[src/rtl/modtmr_pkg.sv]
package modtmr_pkg;
  localparam int DATA_W = 8;
  localparam int ADDR_W = 3;
  localparam int CNT_W  = 16;
  localparam int PS_W   = 3;
  localparam int PRE_W  = 6;

  localparam logic [ADDR_W-1:0] A_CTRL  = 3'd0;
  localparam logic [ADDR_W-1:0] A_CNT_H = 3'd1;
  localparam logic [ADDR_W-1:0] A_CNT_L = 3'd2;
  localparam logic [ADDR_W-1:0] A_MOD_H = 3'd3;
  localparam logic [ADDR_W-1:0] A_MOD_L = 3'd4;

  localparam int B_FLAG = 7;
  localparam int B_IE   = 6;
  localparam int B_STOP = 5;
  localparam int B_CLR  = 4;

  typedef struct packed {
    logic            ie;
    logic            stop;
    logic [PS_W-1:0] ps;
  } ctrl_t;
endpackage

[src/rtl/modtmr_presc.sv]
module modtmr_presc #(
  parameter int PRE_W = 6,
  parameter int PS_W  = 3
) (
  input  logic            clk,
  input  logic            rst_n,
  input  logic            run,
  input  logic            clr,
  input  logic [PS_W-1:0] ps,
  output logic            tick
);
  localparam logic [PS_W-1:0] PS_TOP = PS_W'(PRE_W);

  logic [PRE_W-1:0] pre_q, pre_d;
  logic [PS_W-1:0]  eff;
  logic [PRE_W-1:0] mask;

  always_comb begin
    eff  = (ps > PS_TOP) ? PS_TOP : ps;
    mask = ~({PRE_W{1'b1}} << eff);
    tick = run && ((pre_q & mask) == mask);
    if (clr)      pre_d = '0;
    else if (run) pre_d = pre_q + 1'b1;
    else          pre_d = pre_q;
  end

  always_ff @(posedge clk or negedge rst_n) begin
    if (!rst_n) pre_q <= '0;
    else        pre_q <= pre_d;
  end
endmodule

[src/rtl/modtmr_cnt.sv]
module modtmr_cnt #(
  parameter int CNT_W = 16
) (
  input  logic             clk,
  input  logic             rst_n,
  input  logic             tick,
  input  logic             clr,
  input  logic [CNT_W-1:0] modv,
  output logic [CNT_W-1:0] cnt,
  output logic             wrap
);
  logic [CNT_W-1:0] cnt_d;

  always_comb begin
    wrap = tick && !clr && (cnt == modv);
    if (clr || wrap) cnt_d = '0;
    else if (tick)   cnt_d = cnt + 1'b1;
    else             cnt_d = cnt;
  end

  always_ff @(posedge clk or negedge rst_n) begin
    if (!rst_n) cnt <= '0;
    else        cnt <= cnt_d;
  end
endmodule

[src/rtl/modtmr_regs.sv]
module modtmr_regs
  import modtmr_pkg::*;
(
  input  logic              clk,
  input  logic              rst_n,
  input  logic [ADDR_W-1:0] addr,
  input  logic              rd_en,
  input  logic              wr_en,
  input  logic [DATA_W-1:0] wdata,
  input  logic [CNT_W-1:0]  cnt,
  input  logic              wrap,
  output logic [DATA_W-1:0] rdata,
  output ctrl_t             ctrl,
  output logic              clr_pulse,
  output logic [CNT_W-1:0]  modv,
  output logic              flag,
  output logic              irq
);
  ctrl_t            ctrl_d;
  logic [CNT_W-1:0] modv_d;
  logic             flag_d, armed_q, armed_d;
  logic             ctrl_wr, ctrl_rd;

  always_comb begin
    ctrl_wr   = wr_en && (addr == A_CTRL);
    ctrl_rd   = rd_en && (addr == A_CTRL);
    clr_pulse = ctrl_wr && wdata[B_CLR];

    ctrl_d = ctrl;
    if (ctrl_wr) begin
      ctrl_d.ie   = wdata[B_IE];
      ctrl_d.stop = wdata[B_STOP];
      ctrl_d.ps   = wdata[PS_W-1:0];
    end

    modv_d = modv;
    if (wr_en && addr == A_MOD_H) modv_d[CNT_W-1:DATA_W] = wdata;
    if (wr_en && addr == A_MOD_L) modv_d[DATA_W-1:0]     = wdata;

    // overflow wins over a clear and cancels any pending arming
    if (wrap)                                 flag_d = 1'b1;
    else if (ctrl_wr && armed_q && !wdata[B_FLAG]) flag_d = 1'b0;
    else                                      flag_d = flag;

    if (wrap || ctrl_wr)     armed_d = 1'b0;
    else if (ctrl_rd && flag) armed_d = 1'b1;
    else                      armed_d = armed_q;

    irq = flag && ctrl.ie;

    unique case (addr)
      A_CTRL:  rdata = {flag, ctrl.ie, ctrl.stop, 2'b00, ctrl.ps};
      A_CNT_H: rdata = cnt[CNT_W-1:DATA_W];
      A_CNT_L: rdata = cnt[DATA_W-1:0];
      A_MOD_H: rdata = modv[CNT_W-1:DATA_W];
      A_MOD_L: rdata = modv[DATA_W-1:0];
      default: rdata = '0;
    endcase
  end

  always_ff @(posedge clk or negedge rst_n) begin
    if (!rst_n) begin
      ctrl    <= '{ie: 1'b0, stop: 1'b1, ps: '0};
      modv    <= '1;
      flag    <= 1'b0;
      armed_q <= 1'b0;
    end else begin
      ctrl    <= ctrl_d;
      modv    <= modv_d;
      flag    <= flag_d;
      armed_q <= armed_d;
    end
  end
endmodule

[src/rtl/modtmr_top.sv]
module modtmr_top
  import modtmr_pkg::*;
(
  input  logic              clk,
  input  logic              rst_n,
  input  logic [ADDR_W-1:0] addr,
  input  logic              rd_en,
  input  logic              wr_en,
  input  logic [DATA_W-1:0] wdata,
  output logic [DATA_W-1:0] rdata,
  output logic              irq
);
  logic             rs0, rst_s;
  ctrl_t            ctrl;
  logic             clr_pulse, tick, wrap, flag;
  logic [CNT_W-1:0] modv, count;

  // asynchronous assertion, synchronous release
  always_ff @(posedge clk or negedge rst_n) begin
    if (!rst_n) {rst_s, rs0} <= 2'b00;
    else        {rst_s, rs0} <= {rs0, 1'b1};
  end

  modtmr_presc #(.PRE_W(PRE_W), .PS_W(PS_W)) u_presc (
    .clk(clk), .rst_n(rst_s), .run(!ctrl.stop), .clr(clr_pulse),
    .ps(ctrl.ps), .tick(tick)
  );

  modtmr_cnt #(.CNT_W(CNT_W)) u_cnt (
    .clk(clk), .rst_n(rst_s), .tick(tick), .clr(clr_pulse),
    .modv(modv), .cnt(count), .wrap(wrap)
  );

  modtmr_regs u_regs (
    .clk(clk), .rst_n(rst_s), .addr(addr), .rd_en(rd_en), .wr_en(wr_en),
    .wdata(wdata), .cnt(count), .wrap(wrap), .rdata(rdata), .ctrl(ctrl),
    .clr_pulse(clr_pulse), .modv(modv), .flag(flag), .irq(irq)
  );
endmodule

[config.mk]
export PLATFORM = sky130hd
export DESIGN_NAME = modtmr_top
export DESIGN_NICKNAME = d
export VERILOG_FILES = /design/src/rtl/modtmr_pkg.sv /design/src/rtl/modtmr_presc.sv /design/src/rtl/modtmr_cnt.sv /design/src/rtl/modtmr_regs.sv /design/src/rtl/modtmr_top.sv
export SDC_FILE = /design/constraint.sdc
export NUM_CORES = 1
export LEC_CHECK = 0
export CORE_MARGIN = 2
export CORE_UTILIZATION = 40
export CTS_BUF_LIST = sky130_fd_sc_hd__clkbuf_8
export DETAILED_ROUTE_END_ITERATION = 16
export DONT_BUFFER_PORTS = 1
export PLACE_DENSITY = 0.55
export SYNTH_ARGS = -nofsm -noshare
export SYNTH_HDL_FRONTEND = slang
export SYNTH_HIERARCHICAL = 1
export SYNTH_SLANG_ARGS = --single-unit
[constraint.sdc]
create_clock -name clk -period 2.05 [get_ports clk]
set_input_delay 0.205 -clock clk [delete_from_list [all_inputs] [get_ports clk]]
set_output_delay 0.205 -clock clk [all_outputs]
set_load 0.1 [all_outputs]
==> results.toml <==
[placed_design]
placed_cell_area_um2 = 3028
numPortBuffers = 0
gp_congestion = 0.8062
dp.cells = 336
pre_cts_ws_ns = -0.1489
dp_hpwl_um = 4892

[power]
power_density_nw_per_um2 = 1096
p_leak_nw = 1.273
vdd_ir_drop_max_mv = 0.5854
total_power_mw = 3.607

[timing]
timing.final.ws_setup_ns = -0.01498
hold_viol = 0
tightestPinTransition_ns = 0.6095
fin_skew_ns = 0.006613
rsz0062_at_grt = "yes"
setup_tns_ns = -0.04031
finalHoldWorstSlack_ns = 0.04976
max_slew_margin = 0.5929
setup_viol = 5
fmax_mhz = 484.3
drv_slew = 0
timing.final.crit_share = 1.007
fin_crit_ns = 2.065

[outcome]
status = "complete, but fails checks"
violations = "negative setup slack"

[layout]
final_nets = 286
fillCellCount = 597
diodes = 0
drive_gt1_frac = 0.4407
syn_to_final_growth_pct = 20.54
final_util = 0.4923
stdcell_count = 350
fin_area_um2 = 3289

[global_route]
antenna_found_initial = 0
grt_pass1_vias = 1978
grt_overflow = 0
grtUsageTotal = 0.1837
grt_pass1_wl_um = 10650
grt_max_degree = 24

[logic_synthesis]
syn_area_per_cell_um2 = 11.23
syn_inst = 243
synth_area_um2 = 2729
synth-seq-cells = 47
yosysSeqAreaShare = 0.4388
yosys_warnings = 6
synth_nets = 260
synth_cell_type_count = 48

[floorplan]
start_util = 0.4084
chipWidth_um = 86.60
row_count = 30
die_area_um2 = 7499
core_um2 = 6681
io_pins = 24
die_h_um = 86.60

[routing]
drcViolationCount = 0
ant_nets = 0
drt_iter0_drc = 158
dr.pass1.iters = 4
post_drt_wl_per_cell_um = 19.18
wl_um = 6712
via_per_inst = 5.683
vias = 1989

[setup_path]
crit_path_cell_trace = "nand4_1 > o31a_1 > a211oi_2 > buf_4 > nand4_1 > nor4_2 > xnor2_1 > a211oi_1"
crit_path_max_incr_delay_ns = 0.35
crit_type = "reg -> reg"
cp_common_cell = "nand4_1"
critical_path.endpoint_type = "flip-flop"
arrival_ns = 2.28
cp-start-kind = "flip-flop"
path_delay_family = "compound AO/OA/AOI/OAI gates"
critPathSlowestCell = "dfrtp_1"
required_ns = 2.26
path_max_fanout = 5
cp_num_buf_inv = 1

[clocking]
cts.sinks = 47
cts_tree = "yes"
root_buffer = "clkbuf_8"
cts_buffer_depth = 2
clock_latency_ns = 0.30
numCtsBuffers = 5
path_clk_slew_ns = 0.09
htreeDepth = 2

[flow_run]
drv_cap = 0

[worst_hold_path]
min_path_type = "in -> reg"
==> cells in the mapped netlist, drive strengths merged <==
library cell,number,area (um^2)
xor2,10,87.58
mux2,26,292.8
and2,3,18.77
clkbuf,6,25.02
o32ai,1,8.760
a22oi,6,45.04
o22ai,2,12.51
ha,2,25.02
a31oi,1,6.260
buf,10,72.56
or3,1,6.260
nor3,7,51.30
nand3,3,20.02
a31o,1,8.760
mux2i,6,60.06
inv,4,15.01
dfrtp,30,750.7
nor4b,1,23.77
o31a,1,8.760
nor2b,4,32.53
a211oi,17,127.6
a21oi,1,5.000
nor2,10,37.54
conb,1,3.750
nand4,12,96.34
nor4,5,46.29
nand2,10,37.54
and3,1,6.260
o21ba,1,10.01
o21ai,8,40.04
dfstp,17,446.7
nand3b,2,15.01
a32oi,5,43.79
nand2b,1,6.260
a2bb2oi,1,8.760
a21o,1,7.510
xnor2,25,219.0
==> timing repair <==
item	in CTS	in global routing
pin swaps	3	11
hold endpoints to repair	2	0
endpoints found under the setup margin	11	18
resized for setup	5	9
hold buffers	1	0
gates cloned	0	1
setup buffers	0	4
==> where the power goes <==
group	internal, mW	leakage (nW)	switching [mW]	total [mW]
Combinational	0.637	0.655	0.738	1.38
Sequential	1.22	0.556	0.295	1.52
Clock	0.395	0.0612	0.320	0.715
Total	2.25	1.27	1.35	3.61
==> worst paths after layout <==
path,cells past startpoint,slack (ns),startpoint,end
hold / removal,1,0.05,wdata[6],u_regs/modv[14]$_DFFE_PN1P_
hold reg to reg,0,0.26,rst_s$_DFF_PN0_,u_presc/pre_q[0]$_DFFE_PN0P_
max in group asynchronous,1,1.22,rst_s$_DFF_PN0_,u_regs/modv[7]$_DFFE_PN1P_
setup / recovery,8,-0.01,u_presc/pre_q[0]$_DFFE_PN0P_,u_cnt/cnt[14]$_DFFE_PN0P_
min in group asynchronous,1,0.12,rst_n,rs0$_DFF_PN0_
setup reg to reg,8,-0.01,u_presc/pre_q[0]$_DFFE_PN0P_,u_cnt/cnt[14]$_DFFE_PN0P_
==> cells by family after synthesis <==
group | count (synthesis) | share of synthesized area
adders and majority gates | 2 | 0.009169
other | 1 | 0.001374
xor gates and xnor gates | 35 | 0.1123
muxes | 32 | 0.1293
DFF | 47 | 0.4388
and+or+nand+nor | 60 | 0.1458
AOI/OAI and AO/OA | 46 | 0.1220
buffers and inverters | 20 | 0.04126
==> flip-flops by register name (all words and copies together) (netlist names) <==
name	cells
rs0	1
rst_s	1
u_cnt/cnt	16
u_presc/pre_q	6
u_regs/armed_q	1
u_regs/ctrl	5
u_regs/flag	1
u_regs/modv	16
==> layout by cell type (no fill, tap or decap), types with 3 or more instances in the layout <==
| cell | instances |
|---|---|
| a211oi_1 | 10 |
| a211oi_2 | 7 |
| a22oi_1 | 6 |
| a32oi_1 | 5 |
| buf_4 | 31 |
| clkbuf_8 | 6 |
| dfrtp_1 | 29 |
| dfstp_2 | 17 |
| inv_1 | 4 |
| mux2_2 | 26 |
| mux2i_1 | 6 |
| nand2_1 | 10 |
| nand4_1 | 10 |
| nor2_1 | 10 |
| nor2b_1 | 3 |
| nor3_2 | 5 |
| nor4_2 | 3 |
| o21ai_0 | 3 |
| o21ai_2 | 5 |
| xnor2_1 | 25 |
| xor2_1 | 10 |
==> cell type report <==
type                            count  area, um^2  area share
Clock inverter                      2       35.03     0.01065
Multi-Input combinational cell    176        1550      0.4713
Timing Repair Buffer               35       307.8     0.09357
Tap cell                           80       100.1     0.03043
Sequential cell                    47        1199      0.3644
Clock buffer                        6       82.58     0.02510
Inverter                            4       15.01    0.004564
==> per-layer routing <==
metal,vias to the layer above,GRT usage,share of wire
li1,944,-,-
met1,1003,0.2644,0.49
met2,36,0.2727,0.46
met3,6,0.04476,0.039
met4,0,0.05682,0.0083
met5,-,0,0
No activity file was read; power rests on OpenSTA's default activity.
